**src/rtl/coal_pkg.sv**
```systemverilog
package coal_pkg;

  // Fallback timer state: waiting for the first frame of a batch, or counting.
  typedef enum logic {
    TMR_IDLE = 1'b0,
    TMR_RUN  = 1'b1
  } tmr_state_e;

  // Source of the next-state value of the frame counter.
  typedef enum logic [1:0] {
    CNT_HOLD  = 2'd0,
    CNT_STEP  = 2'd1,
    CNT_CLEAR = 2'd2,
    CNT_RESTART = 2'd3
  } cnt_op_e;

endpackage

```
**src/rtl/frame_counter.sv**
```systemverilog
module frame_counter
  import coal_pkg::*;
#(
  parameter int CW = 8
) (
  input  logic          clk,
  input  logic          rst_n,
  input  logic          frame_i,
  input  logic          ack_i,
  output logic [CW-1:0] cnt_o,
  output logic [CW-1:0] cnt_next_o,
  output logic          first_o,
  output logic          sat_o
);

  localparam logic [CW-1:0] CNT_MAX = '1;
  localparam logic [CW-1:0] CNT_ONE = {{(CW-1){1'b0}}, 1'b1};

  // Increment that sticks at the top value.
  function automatic logic [CW-1:0] sat_inc(input logic [CW-1:0] v);
    logic [CW-1:0] r;
    r = (v == CNT_MAX) ? v : v + CNT_ONE;
    return r;
  endfunction

  logic [CW-1:0] cnt_q;
  cnt_op_e       op;

  // The acknowledge wins over counting; a frame in the same cycle opens a new batch.
  always_comb begin
    if (ack_i && frame_i)  op = CNT_RESTART;
    else if (ack_i)        op = CNT_CLEAR;
    else if (frame_i)      op = CNT_STEP;
    else                   op = CNT_HOLD;
  end

  always_comb begin
    unique case (op)
      CNT_RESTART: cnt_next_o = CNT_ONE;
      CNT_CLEAR:   cnt_next_o = '0;
      CNT_STEP:    cnt_next_o = sat_inc(cnt_q);
      default:     cnt_next_o = cnt_q;
    endcase
  end

  always_ff @(posedge clk) begin
    if (!rst_n) cnt_q <= '0;
    else        cnt_q <= cnt_next_o;
  end

  // First frame of a batch: the count was empty, or it is being cleared now.
  assign first_o = frame_i && (ack_i || (cnt_q == '0));
  assign sat_o   = (cnt_q == CNT_MAX);
  assign cnt_o   = cnt_q;

endmodule

```
**src/rtl/threshold_cmp.sv**
```systemverilog
module threshold_cmp #(
  parameter int CW = 8
) (
  input  logic [CW-1:0] thresh_i,
  input  logic [CW-1:0] cnt_next_i,
  output logic          hit_o
);

  localparam logic [CW-1:0] THR_ONE = {{(CW-1){1'b0}}, 1'b1};

  // A zero threshold is treated as one frame.
  function automatic logic [CW-1:0] eff_thresh(input logic [CW-1:0] t);
    logic [CW-1:0] r;
    r = (t == '0) ? THR_ONE : t;
    return r;
  endfunction

  // Reached when the count after this edge is non-empty and at or above the limit.
  function automatic logic reached(input logic [CW-1:0] c, input logic [CW-1:0] t);
    logic r;
    r = (c != '0) && (c >= eff_thresh(t));
    return r;
  endfunction

  assign hit_o = reached(cnt_next_i, thresh_i);

endmodule

```
**src/rtl/batch_timer.sv**
```systemverilog
module batch_timer
  import coal_pkg::*;
#(
  parameter int TW = 16
) (
  input  logic          clk,
  input  logic          rst_n,
  input  logic          start_i,
  input  logic          ack_i,
  input  logic          halt_i,
  input  logic [TW-1:0] timeout_i,
  output logic          expire_o,
  output logic          running_o
);

  localparam logic [TW-1:0] EL_MAX = '1;
  localparam logic [TW:0]   EL_ONE = {{TW{1'b0}}, 1'b1};

  // Expiry test: the edge that would make the elapsed count reach the limit.
  function automatic logic limit_reached(input logic [TW-1:0] el, input logic [TW-1:0] lim);
    logic [TW:0] nxt;
    logic        r;
    nxt = {1'b0, el} + EL_ONE;
    r   = (lim != '0) && (nxt >= {1'b0, lim});
    return r;
  endfunction

  function automatic logic [TW-1:0] el_inc(input logic [TW-1:0] el);
    logic [TW-1:0] r;
    r = (el == EL_MAX) ? el : el + {{(TW-1){1'b0}}, 1'b1};
    return r;
  endfunction

  tmr_state_e    state_q;
  logic [TW-1:0] elapsed_q;

  assign expire_o  = (state_q == TMR_RUN) && !halt_i && !ack_i &&
                     limit_reached(elapsed_q, timeout_i);
  assign running_o = (state_q == TMR_RUN);

  // Only the first frame of a batch (start_i) loads the timer.
  always_ff @(posedge clk) begin
    if (!rst_n) begin
      state_q   <= TMR_IDLE;
      elapsed_q <= '0;
    end else if (start_i) begin
      state_q   <= TMR_RUN;
      elapsed_q <= '0;
    end else if (ack_i) begin
      state_q   <= TMR_IDLE;
      elapsed_q <= '0;
    end else if (state_q == TMR_RUN) begin
      if (halt_i || expire_o) begin
        state_q <= TMR_IDLE;
      end else begin
        elapsed_q <= el_inc(elapsed_q);
      end
    end
  end

endmodule

```
**src/rtl/irq_latch.sv**
```systemverilog
module irq_latch (
  input  logic clk,
  input  logic rst_n,
  input  logic ack_i,
  input  logic count_hit_i,
  input  logic timer_hit_i,
  input  logic en_i,
  output logic fire_o,
  output logic irq_o
);

  logic fire_q;
  logic fire_d;

  // The acknowledge drops the old event; a restarting batch may raise it again.
  always_comb begin
    if (ack_i) fire_d = count_hit_i;
    else       fire_d = fire_q || count_hit_i || timer_hit_i;
  end

  always_ff @(posedge clk) begin
    if (!rst_n) fire_q <= 1'b0;
    else        fire_q <= fire_d;
  end

  assign fire_o = fire_q;
  assign irq_o  = fire_q && en_i;

endmodule

```
**src/rtl/frame_coalescer.sv**
```systemverilog
module frame_coalescer #(
  parameter int CNT_W = 8,
  parameter int TMR_W = 16
) (
  input  logic             clk,
  input  logic             rst_n,
  input  logic             frame_done_i,
  input  logic [CNT_W-1:0] thresh_i,
  input  logic [TMR_W-1:0] timeout_i,
  input  logic             irq_en_i,
  input  logic             ack_i,
  output logic             irq_o,
  output logic [CNT_W-1:0] pending_o
);

  // Named internal events, visible to the bound checker.
  logic [CNT_W-1:0] cnt_next_w;
  logic             first_frame_w;
  logic             cnt_sat_w;
  logic             count_hit_w;
  logic             timer_expire_w;
  logic             timer_run_w;
  logic             fire_w;

  frame_counter #(.CW(CNT_W)) u_cnt (
    .clk        (clk),
    .rst_n      (rst_n),
    .frame_i    (frame_done_i),
    .ack_i      (ack_i),
    .cnt_o      (pending_o),
    .cnt_next_o (cnt_next_w),
    .first_o    (first_frame_w),
    .sat_o      (cnt_sat_w)
  );

  threshold_cmp #(.CW(CNT_W)) u_thr (
    .thresh_i   (thresh_i),
    .cnt_next_i (cnt_next_w),
    .hit_o      (count_hit_w)
  );

  batch_timer #(.TW(TMR_W)) u_tmr (
    .clk       (clk),
    .rst_n     (rst_n),
    .start_i   (first_frame_w),
    .ack_i     (ack_i),
    .halt_i    (fire_w),
    .timeout_i (timeout_i),
    .expire_o  (timer_expire_w),
    .running_o (timer_run_w)
  );

  irq_latch u_irq (
    .clk         (clk),
    .rst_n       (rst_n),
    .ack_i       (ack_i),
    .count_hit_i (count_hit_w),
    .timer_hit_i (timer_expire_w),
    .en_i        (irq_en_i),
    .fire_o      (fire_w),
    .irq_o       (irq_o)
  );

endmodule

```
**config.mk**
```make
export PLATFORM = sky130hd
export DESIGN_NAME = frame_coalescer
export DESIGN_NICKNAME = d
export VERILOG_FILES = /design/src/rtl/coal_pkg.sv /design/src/rtl/frame_counter.sv /design/src/rtl/threshold_cmp.sv /design/src/rtl/batch_timer.sv /design/src/rtl/irq_latch.sv /design/src/rtl/frame_coalescer.sv
export SDC_FILE = /design/constraint.sdc
export NUM_CORES = 1
export LEC_CHECK = 0
export BUFFER_PORTS_ARGS = -buffer_cell sky130_fd_sc_hd__buf_2
export CAP_MARGIN = 40
export CELL_PAD_IN_SITES_DETAIL_PLACEMENT = 2
export CELL_PAD_IN_SITES_GLOBAL_PLACEMENT = 2
export CORE_ASPECT_RATIO = 0.9
export CORE_UTILIZATION = 30
export DETAILED_ROUTE_END_ITERATION = 12
export GPL_TIMING_DRIVEN = 0
export PLACE_DENSITY = 0.82
export SLEW_MARGIN = 30
export SYNTH_ARGS = -nofsm -noshare
export SYNTH_HDL_FRONTEND = slang
export SYNTH_SLANG_ARGS = --single-unit
```
**constraint.sdc**
```tcl
create_clock -name clk -period 2.8 [get_ports clk]
set_input_delay 0.28 -clock clk [delete_from_list [all_inputs] [get_ports clk]]
set_output_delay 0.28 -clock clk [all_outputs]
set_load 0.05 [all_outputs]
```
==> impl_metrics.py, run 1 <==
metrics = {
    "finish": {
        "final_layout_size_suffix_gt1_frac": 0.432,
        "final_net_count": 403,
        "num-fill-cells": 822,
        "antenna_cells_inserted": 0,
        "areaGrowthSynthToFinish_pct": 43.7,
        "postLayoutCoreUtil": 0.449,
        "final-seq-area_um2": 561,
        "multiInputGateArea_um2": 1920,
    },
    "clocking": {
        "cts_tree": "done",
        "clock_latency_ns": 0.30,
        "cts.root.buffer_cell": "clkbuf_8",
        "cts_inserted_buffers": 3,
        "cts.clk_slew.worst_paths_ns": 0.12,
        "cts_num_sinks": 26,
        "clockBufferDepth": 2,
        "cts_htree_levels": 1,
    },
    "logic_synthesis": {
        "top_cells_by_area_synth": "dfxtp_1 23%, ha_1 15%, inv_1 5.1%",
        "netlist_area_um2": 2220,
        "average_cell_area_after_synthesis_um2": 8.02,
        "synth_fp_nets": 333,
        "ys_seq_elements": 26,
        "synth_top_flop_cell": "dfxtp_1",
        "synth_area_leader_cell": "dfxtp_1",
        "synth_cell_type_count": 53,
        "synth_warnings": 0,
        "async_sr_flop_fraction": 0,
        "edff_count_synth": 0,
        "portion_of_the_post_synthesis_area_used_by_sequential_elements": 0.234,
        "postSynthCellCount": 277,
        "post_synth_top_area_share": 0.234,
    },
    "timing": {
        "final.min_clock_period_ns": 3.29,
        "relative_max_transition_margin": 0.499,
        "fin_skew_ns": 0.0158,
        "tightest_slew_ns": 0.747,
        "postLayoutSetupSlackWorst_ns": -0.490,
        "finalHoldViolCount": 0,
        "setup_violations": 18,
        "slew_violations": 0,
        "finalCritPeriodShare": 1.18,
        "grt_setup_unrepaired": "yes",
        "max_freq_ghz": 0.304,
    },
    "drt": {
        "vias_per_cell": 6.05,
        "wl_per_cell_um": 28.7,
        "drt_first_iter_violations": 124,
        "drcViolationCount": 0,
        "postRouteAntennaNets": 0,
        "drtPass1Iterations": 4,
        "routed_wl_mm": 12.6,
        "detailroute.via_count": 2650,
    },
    "worst_setup_path": {
        "end_kind": "flip-flop",
        "critical_path.reg2reg.startpoint": "u_tmr.elapsed_q[13]",
        "timing.critical_path.from_type": "flip-flop",
        "critical_path_maximum_fanout": 4,
        "worstSetupPathType": "flip-flop to flip-flop",
        "crit_start": "u_tmr.elapsed_q[13]",
        "critical_path.slowest_cell": "dfxtp_1",
        "cp_slowest_stage_delay_ns": 0.51,
        "most_used_cell_along_the_critical_path": "nor2_1",
        "worst-endpoint-arrival_ns": 3.48,
        "timing.critical_path.buf_inv": 0,
        "crit_chain": "nand3_2 > nor2_2 > and3_4 > xor2_1 > ha_1 > nand4_1 > a21oi_2 > nor2_1 > a31oi_1 > mux2i_1 > nor2_1",
        "gate_family_responsible_for_the_most_delay_along_the_worst_path": "simple AND/OR/NAND/NOR gates",
        "cp_data_required_time_ns": 2.99,
    },
    "power_and_ir_drop": {
        "power_mw": 0.810,
        "p_int_mw": 0.536,
        "power_leakage_nw": 1.36,
        "power_density_nw_per_um2": 254,
        "power_frac_comb": 0.232,
        "power.clock.fraction": 0.308,
        "net_switching_fraction_of_the_power": 0.337,
        "seqPwrFrac": 0.460,
        "irDropWorstVdd_v": 0.000212,
        "switchingPower_mw": 0.273,
    },
    "floorplanning": {
        "die_width_um": 92.7,
        "std_cell_rows": 29,
        "core_footprint_um2": 7110,
        "chipHeight_um": 83.6,
        "floorplan.initialDensity": 0.312,
        "ioPinCount": 38,
        "floorplan.die_area_um2": 7750,
    },
    "run_status": {
        "violated_checks": "negative setup slack",
        "run_status": "finished, violations left",
    },
    "job": {
        "maxCapViolCount": 0,
    },
    "placed_design": {
        "finalWeightedCongestion": 0.781,
        "dp_hpwl_mm": 5.63,
        "port_buffers": 37,
    },
    "global_route": {
        "grt_overflow": 0,
        "first_global_vias": 2740,
        "grt_start_max_net_pins": 14,
        "antenna_violations_before_repair": 0,
        "grt_use_total": 0.268,
        "grt_first_pass_wirelength_mm": 15.8,
    },
    "worst_hold_path": {
        "min-delay-path-class": "primary input to flip-flop",
        "worstHoldStart": "rst_n",
    },
}
[logic make-up after synthesis]
group,share of synthesized area
buffers and inverters,0.0670
xor gates and xnor gates,0.0670
and+or+nand+nor,0.266
adders and majority gates,0.152
AOI/OAI and AO/OA,0.200
muxes,0.0135
DFF,0.234
[worst reg2reg max path: cells and delay by family (launching register included)]
family	cells	cell delay [ns]
multiplexers	1	0.34
AO/OA/AOI/OAI	2	0.72
XOR/XNOR	1	0.08
flip-flops	1	0.51
AND/OR/NAND/NOR	6	1.11
adder cells (fa/ha/maj)	1	0.40
[path summary, 6_finish.rpt]
kind / endpoint / slack, ns / cells after the start
worst max-delay path: u_tmr.elapsed_q[15] / -0.49 / 11
worst min-delay path: u_cnt.cnt_o[2] / 0.33 / 2
worst max register to register: u_tmr.elapsed_q[15] / -0.49 / 11
worst min register to register: u_tmr.elapsed_q[10] / 0.59 / 2
[routing by layer]
metal,track usage,part of all wire,vias up
met2,0.458,0.50,82
li1,-,-,1155
met4,0.0853,0.038,0
met3,0.0255,0.036,38
met5,0,0,-
met1,0.352,0.43,1375
[state kept, by name, summed over array words and instances (netlist names)]
name             flops
u_tmr.elapsed_q     16
u_tmr.running_o      1
u_cnt.cnt_o          8
u_irq.fire_o         1
[power groups by stage]
| stage | logic, mW | registers (mW) | clock network [mW] |
|---|---|---|---|
| after global placement | 0.127 | 0.386 | 0 |
| after global routing | 0.195 | 0.373 | 0.268 |
| final | 0.188 | 0.373 | 0.249 |
| after floorplan | 0.0737 | 0.390 | 0 |
| after detailed placement | 0.134 | 0.386 | 0 |
| after CTS | 0.151 | 0.372 | 0.227 |
[synthesized netlist by cell type (2+ instances only)]
| cell | number |
|---|---|
| o31ai_1 | 2 |
| and3_1 | 4 |
| nand2b_1 | 4 |
| xor2_1 | 9 |
| xnor2_1 | 8 |
| nor4_1 | 7 |
| buf_2 | 2 |
| nand2_1 | 12 |
| dfxtp_1 | 26 |
| or4_1 | 2 |
| o211ai_1 | 2 |
| nand4_1 | 7 |
| ha_1 | 27 |
| and2_1 | 3 |
| a211oi_1 | 4 |
| inv_1 | 30 |
| buf_6 | 2 |
| a31oi_1 | 4 |
| nor2_1 | 15 |
| a41oi_1 | 2 |
| o2111ai_1 | 2 |
| nand3_2 | 2 |
| nand3_1 | 15 |
| o21a_1 | 2 |
| nor3_1 | 4 |
| o21ai_0 | 21 |
| a21oi_1 | 21 |
| or3_1 | 11 |
| mux2i_1 | 3 |
[cell usage in the layout (no fill, tap or decap), types with 8 or more instances in the layout]
cell,count
dfxtp_2,11
a21oi_1,13
nor2_1,10
o21ai_0,17
nand2_1,11
buf_4,23
ha_1,22
buf_2,38
inv_1,30
a21oi_2,8
or3_1,8
dfxtp_1,8
[what timing repair did]
item / in CTS / in global routing
pin swaps: 27 / 25
cloned: 2 / 0
setup buffers: 19 / 7
gates resized for setup: 55 / 41
setup endpoints to repair: 18 / 18
hold buffers: 0 / 0
[cell type report]
type,instances,share of cell area
Sequential cell,26,0.176
Multi-Input combinational cell,217,0.600
Inverter,30,0.0353
Timing Repair Buffer,64,0.127
Tap cell,93,0.0365
Clock buffer,3,0.0129
Buffer,5,0.0122
[per-stage QoR]
stage | setup slack (ns) | area [µm²] | TNS (ns) | hold WS (ns) | std cells
5_1_grt | -0.505 | 3190 | -6.92 | 0.323 | 438
3_5_place_dp | -0.760 | 2530 | -10.35 | 0.524 | 407
4_1_cts | -0.0357 | 2920 | -0.189 | 0.314 | 431
3_3_place_gp | -0.596 | 2530 | -7.63 | 0.498 | 407
6_report | -0.490 | 3190 | -5.51 | 0.332 | 438
2_1_floorplan | 0.00285 | 2230 | 0 | 0.402 | 277
(Power assumes the default switching activity.)
==> run 2: changes to the inputs <==
- CORE_UTILIZATION: 30 -> 31
- SYNTH_HIERARCHICAL: default -> 1
==> run 2 against run 1 <==
The flow still finishes with violations (negative setup slack). Core utilization up 1.5 points. Via count up 7.2%. Maximum frequency down 1.5%. Clock skew down 0.010 ns. Worst hold slack worse by 0.0047 ns. Combinational power down 5%. First-iteration DRC count up 58%. Sequential cell count unchanged. Synthesized area up 14%. Synthesized cell count up 10%. Highest routed layer unchanged.
==> impl_metrics.py, run 2 <==
metrics = {
    "logic_synthesis": {
        "synth_warnings": 6,
        "postSynthCellCount": 306,
        "average_cell_area_after_synthesis_um2": 8.25,
        "netlist_area_um2": 2520,
        "synth_fp_nets": 362,
    },
    "clocking": {
        "cts.clk_slew.worst_paths_ns": 0.10,
        "cts_inserted_buffers": 3,
        "cts.root.buffer_cell": "clkbuf_8",
        "clockBufferDepth": 2,
        "cts_num_sinks": 26,
        "cts_tree": "done",
        "clock_latency_ns": 0.29,
        "cts_htree_levels": 1,
        "postCtsHoldBufs": 0,
    },
    "timing": {
        "max_freq_ghz": 0.299,
        "finalCritPeriodShare": 1.19,
        "postLayoutSetupSlackWorst_ns": -0.540,
        "fin_skew_ns": 0.00585,
        "tightest_slew_ns": 0.891,
        "finalHoldViolCount": 0,
        "final.min_clock_period_ns": 3.34,
        "setup_violations": 18,
        "slew_violations": 0,
        "grt_setup_unrepaired": "yes",
        "whs_ns": 0.328,
        "relative_max_transition_margin": 0.400,
    },
    "finish": {
        "final_layout_size_suffix_gt1_frac": 0.453,
        "mostFrequentLayoutCell": "buf_2",
        "layoutNonFillerInstCount": 471,
        "most-common-layout-cells": "37 x buf_2, 30 x buf_4, 29 x inv_1, 21 x ha_1",
        "areaGrowthSynthToFinish_pct": 41.3,
        "final_net_count": 433,
        "antenna_cells_inserted": 0,
        "num-fill-cells": 835,
        "top_register_by_number_of_flip_flops": "u_tmr/elapsed_q",
        "largest_reg_flops": 16,
    },
    "worst_setup_path": {
        "setup.reg_to_reg.worst_slack_ns": -0.54,
        "cp_slowest_stage_delay_ns": 0.42,
        "critical_path.slowest_cell": "or4_4",
        "timing.critical_path.from_type": "flip-flop",
        "worstSetupPathType": "flip-flop to flip-flop",
        "cp_data_required_time_ns": 3.01,
        "timing.critical_path.buf_inv": 4,
        "crit_chain": "buf_6 > nand2_4 > nor4_4 > nand3_2 > buf_4 > xnor2_2 > ha_1 > nand4_1 > nor2_1 > o211ai_1 > a21boi_4 > buf_6 > buf_12 > or4_4 > a21oi_2",
        "most_used_cell_along_the_critical_path": "buf_6",
        "worst-endpoint-arrival_ns": 3.55,
        "gate_family_responsible_for_the_most_delay_along_the_worst_path": "simple AND/OR/NAND/NOR gates",
        "critical_path.reg2reg.startpoint": "u_tmr/elapsed_q[8]",
        "critical_path_maximum_fanout": 6,
        "end_kind": "flip-flop",
        "crit_start": "u_tmr/elapsed_q[8]",
    },
    "global_route": {
        "grt_start_max_net_pins": 14,
        "grt_use_total": 0.256,
        "grt_first_pass_wirelength_mm": 16.9,
        "grt_overflow": 0,
        "first_global_vias": 3078,
        "antenna_violations_before_repair": 0,
    },
    "drt": {
        "drtPass1Iterations": 4,
        "wl_per_cell_um": 27.6,
        "drt_first_iter_violations": 196,
        "vias_per_cell": 6.03,
        "drcViolationCount": 0,
        "detailroute.via_count": 2841,
        "routed_wl_mm": 13.0,
        "postRouteAntennaNets": 0,
    },
    "placed_design": {
        "dp_hpwl_mm": 6.53,
        "finalWeightedCongestion": 0.782,
        "dpl_worst_slack_ns": -0.746,
        "port_buffers": 36,
        "placed_cells": 438,
    },
    "floorplanning": {
        "chipHeight_um": 87.6,
        "floorplan.initialDensity": 0.328,
        "core_footprint_um2": 7690,
        "floorplan.die_area_um2": 8510,
        "std_cell_rows": 30,
        "die_width_um": 97.1,
        "ioPinCount": 38,
    },
    "run_status": {
        "violated_checks": "negative setup slack",
        "run_status": "finished, violations left",
    },
    "worst_hold_path": {
        "worstHoldStart": "rst_n",
        "min-delay-path-class": "primary input to flip-flop",
    },
    "power_and_ir_drop": {
        "power_leakage_nw": 1.56,
        "irDropWorstVdd_v": 0.000142,
        "power_density_nw_per_um2": 220,
    },
    "job": {
        "maxCapViolCount": 0,
    },
}
## run 2: timing repair
item | CTS | global route
endpoints found under the setup margin | 18 | 18
setup buffers | 17 | 13
gates resized for setup | 43 | 51
hold endpoints to repair | 0 | 0
pin swaps | 20 | 29
## run 2: layer usage
metal / wire length, µm / track usage / vias up
met4: 422 / 0.0868 / 0
met2: 6320 / 0.453 / 101
met3: 629 / 0.0367 / 31
met1: 5620 / 0.322 / 1431
li1: - / - / 1278
met5: 0 / 0 / -
## run 2: layout make-up
cell class / count / area [µm²] / share of cell area
Multi-Input combinational cell: 237 / 2190 / 0.614
Sequential cell: 26 / 557 / 0.156
Timing Repair Buffer: 67 / 433 / 0.121
Tap cell: 96 / 120 / 0.0337
Inverter: 30 / 115 / 0.0323
Buffer: 12 / 113 / 0.0316
Clock buffer: 3 / 41.3 / 0.0116
## run 2: final timing paths
kind | end | cells after the start
setup / recovery | u_tmr/elapsed_q[6] | 15
hold / removal | u_tmr/running_o | 2
setup reg to reg | u_tmr/elapsed_q[6] | 15
hold reg to reg | u_cnt/cnt_o[1] | 2
## run 2: report_power, final
part	internal, mW	leakage [nW]	switching [mW]	total, mW
clock	0.0975	0.0216	0.140	0.237
combinational	0.0693	1.32	0.109	0.178
sequential	0.365	0.219	0.00458	0.370
## run 2: metrics by stage
step / util / area [µm²] / total power [mW] / setup TNS [ns]
2_1_floorplan: - / 2550 / 0.469 / -0.140
3_3_place_gp: 0.371 / 2860 / 0.518 / -7.73
4_1_cts: 0.419 / 3230 / 0.761 / -3.76
3_5_place_dp: 0.371 / 2860 / 0.525 / -8.75
6_report: 0.464 / 3570 / 0.785 / -7.87
5_1_grt: 0.464 / 3570 / 0.819 / -9.82
==> run 3: changes to the inputs <==
- BUFFER_PORTS_ARGS: -buffer_cell sky130_fd_sc_hd__buf_2 -> default
- CORE_ASPECT_RATIO: 0.9 -> default
- CORE_UTILIZATION: 31 -> 34
- DONT_BUFFER_PORTS: default -> 1
- PLACE_DENSITY: 0.82 -> 0.81
==> run 3 against run 2 <==
The run still ends with negative setup slack left. Total power rose by 13%. Clock skew rose by 0.012 ns. Die area fell by 8.6%. Worst hold slack got worse by 0.24 ns. Sequential power rose by 2%. Combinational power fell by 16%. Cell area fell by 1.4%. Setup slack improved by 0.033 ns. Non-clock buffer count fell by 34. Clock power rose by 51%. Global-route usage rose by 2.8 points. Largest power group unchanged.
==> impl_metrics.py, run 3 (synthesis results as in run 2) <==
metrics = {
    "power_and_ir_drop": {
        "net_switching_fraction_of_the_power": 0.305,
        "power.clock.fraction": 0.405,
        "power_density_nw_per_um2": 252,
        "power_frac_comb": 0.169,
        "irDropWorstVdd_v": 0.000180,
        "seqPwrFrac": 0.426,
        "p_int_mw": 0.616,
        "power_leakage_nw": 1.43,
        "switchingPower_mw": 0.270,
    },
    "drt": {
        "drt_first_iter_violations": 195,
        "vias_per_cell": 6.32,
        "wl_per_cell_um": 29.0,
        "drcViolationCount": 0,
        "postRouteAntennaNets": 0,
        "routed_wl_mm": 12.8,
        "detailroute.via_count": 2787,
        "drtPass1Iterations": 4,
    },
    "timing": {
        "finalCritPeriodShare": 1.18,
        "grt_setup_unrepaired": "yes",
        "postLayoutSetupSlackWorst_ns": -0.507,
        "final.min_clock_period_ns": 3.31,
        "max_freq_ghz": 0.302,
        "fin_skew_ns": 0.0174,
        "whs_ns": 0.0862,
        "setup_violations": 18,
        "slew_violations": 0,
        "finalHoldViolCount": 0,
        "tightest_slew_ns": 0.739,
        "relative_max_transition_margin": 0.503,
    },
    "worst_setup_path": {
        "end_kind": "flip-flop",
        "number_of_cells_on_the_worst_reg_to_reg_path": 15,
        "worst-endpoint-arrival_ns": 3.53,
        "setup.reg_to_reg.worst_slack_ns": -0.51,
        "reg2reg_to": "u_tmr/elapsed_q[3]",
        "critical_path_maximum_fanout": 7,
        "gate_family_responsible_for_the_most_delay_along_the_worst_path": "simple AND/OR/NAND/NOR gates",
        "critical_path.slowest_cell": "or4_4",
        "worst-path-stages": 15,
        "cp_data_required_time_ns": 3.03,
        "worstSetupPathType": "flip-flop to flip-flop",
        "crit_chain": "clkbuf_4 > nand2_2 > nor4_4 > nand3_2 > or2_4 > xnor2_4 > ha_4 > nand3_2 > nor2_2 > o211ai_1 > a21boi_4 > buf_6 > buf_6 > or4_4 > a21oi_2",
        "timing.critical_path.from_type": "flip-flop",
        "critical_path.endpoint": "u_tmr/elapsed_q[3]",
        "critical_path.reg2reg.startpoint": "u_tmr/elapsed_q[8]",
        "cp_slowest_stage_delay_ns": 0.41,
        "timing.critical_path.buf_inv": 3,
        "crit_start": "u_tmr/elapsed_q[8]",
    },
    "run_status": {
        "violated_checks": "negative setup slack",
        "run_status": "finished, violations left",
    },
    "worst_hold_path": {
        "min-delay-path-class": "primary input to flip-flop",
    },
    "floorplanning": {
        "std_cell_rows": 31,
        "core_footprint_um2": 7210,
        "die_width_um": 88.2,
        "floorplan.initialDensity": 0.350,
        "chipHeight_um": 88.2,
        "floorplan.die_area_um2": 7770,
        "ioPinCount": 38,
    },
    "clocking": {
        "cts_tree": "done",
        "cts.clk_slew.worst_paths_ns": 0.13,
        "cts_htree_levels": 1,
        "clock_latency_ns": 0.31,
        "cts_num_sinks": 26,
        "postCtsHoldBufs": 0,
        "cts.root.buffer_cell": "clkbuf_8",
        "clockBufferDepth": 2,
        "cts_inserted_buffers": 3,
    },
    "global_route": {
        "grt_start_max_net_pins": 16,
        "grt_first_pass_wirelength_mm": 16.3,
        "grt_use_total": 0.283,
        "grt_overflow": 0,
        "first_global_vias": 2958,
        "antenna_violations_before_repair": 0,
    },
    "placed_design": {
        "dpl_worst_slack_ns": -0.793,
        "port_buffers": 0,
        "placement.cell_area_um2": 2680,
        "dp_hpwl_mm": 6.10,
        "finalWeightedCongestion": 0.809,
    },
    "finish": {
        "areaGrowthSynthToFinish_pct": 39.3,
        "postLayoutCoreUtil": 0.488,
        "mostFrequentLayoutCell": "inv_1",
        "most-common-layout-cells": "29 x inv_1, 25 x buf_4, 22 x ha_1, 14 x nand2_1, 13 x buf_6",
        "antenna_cells_inserted": 0,
        "final_area_um2": 3520,
        "final_net_count": 399,
        "final_layout_size_suffix_gt1_frac": 0.427,
        "largest_reg_flops": 16,
        "top_register_by_number_of_flip_flops": "u_tmr/elapsed_q",
    },
    "job": {
        "maxCapViolCount": 0,
    },
}
-- run 3: layout make-up --
cell class                 instances  area, µm²
buffer                            12        109
clock buffer                       3       41.3
clock inverter                     1       30.0
fill                             785       3700
inverter                          30        113
multi-input combinational        237       2240
sequential                        26        563
tap                               99        124
timing repair buffer              33        297
-- run 3: worst min path at each step --
stage,from,to,depth (start not counted)
5_1_grt,rst_n,u_tmr/running_o,1
4_1_cts,rst_n,u_tmr/running_o,1
3_5_place_dp,rst_n,u_tmr/running_o,1
6_report,rst_n,u_tmr/running_o,1
2_1_floorplan,rst_n,u_tmr/running_o,1
3_3_place_gp,rst_n,u_tmr/running_o,1
-- run 3: power groups by stage --
stage	clock, mW	combinational [mW]	sequential, mW
2_1_floorplan	0	0.0797	0.389
5_1_grt	0.373	0.157	0.378
3_5_place_dp	0	0.106	0.391
4_1_cts	0.338	0.120	0.377
3_3_place_gp	0	0.101	0.391
6_report	0.359	0.149	0.377
-- run 3: repair_timing --
item,CTS,global route
buffers inserted,24,9
cloned,0,2
setup endpoints to repair,18,18
gates resized for setup,59,56
pin swaps,25,26
-- run 3: layer usage --
metal | share of wire | track usage | up-vias | wire [µm]
met1 | 0.41 | 0.351 | 1418 | 5260
met2 | 0.49 | 0.512 | 123 | 6330
li1 | - | - | 1212 | -
met3 | 0.059 | 0.0292 | 34 | 753
met5 | 0 | 0 | - | 0
met4 | 0.035 | 0.0909 | 0 | 453
-- run 3: per-stage QoR --
stage	std cells	setup TNS (ns)	total power [mW]
final	441	-7.67	0.885
after global routing	441	-9.29	0.907
after floorplan	306	-0.140	0.469
after global placement	405	-8.02	0.491
after CTS	432	-3.32	0.835
after detailed placement	405	-9.50	0.497
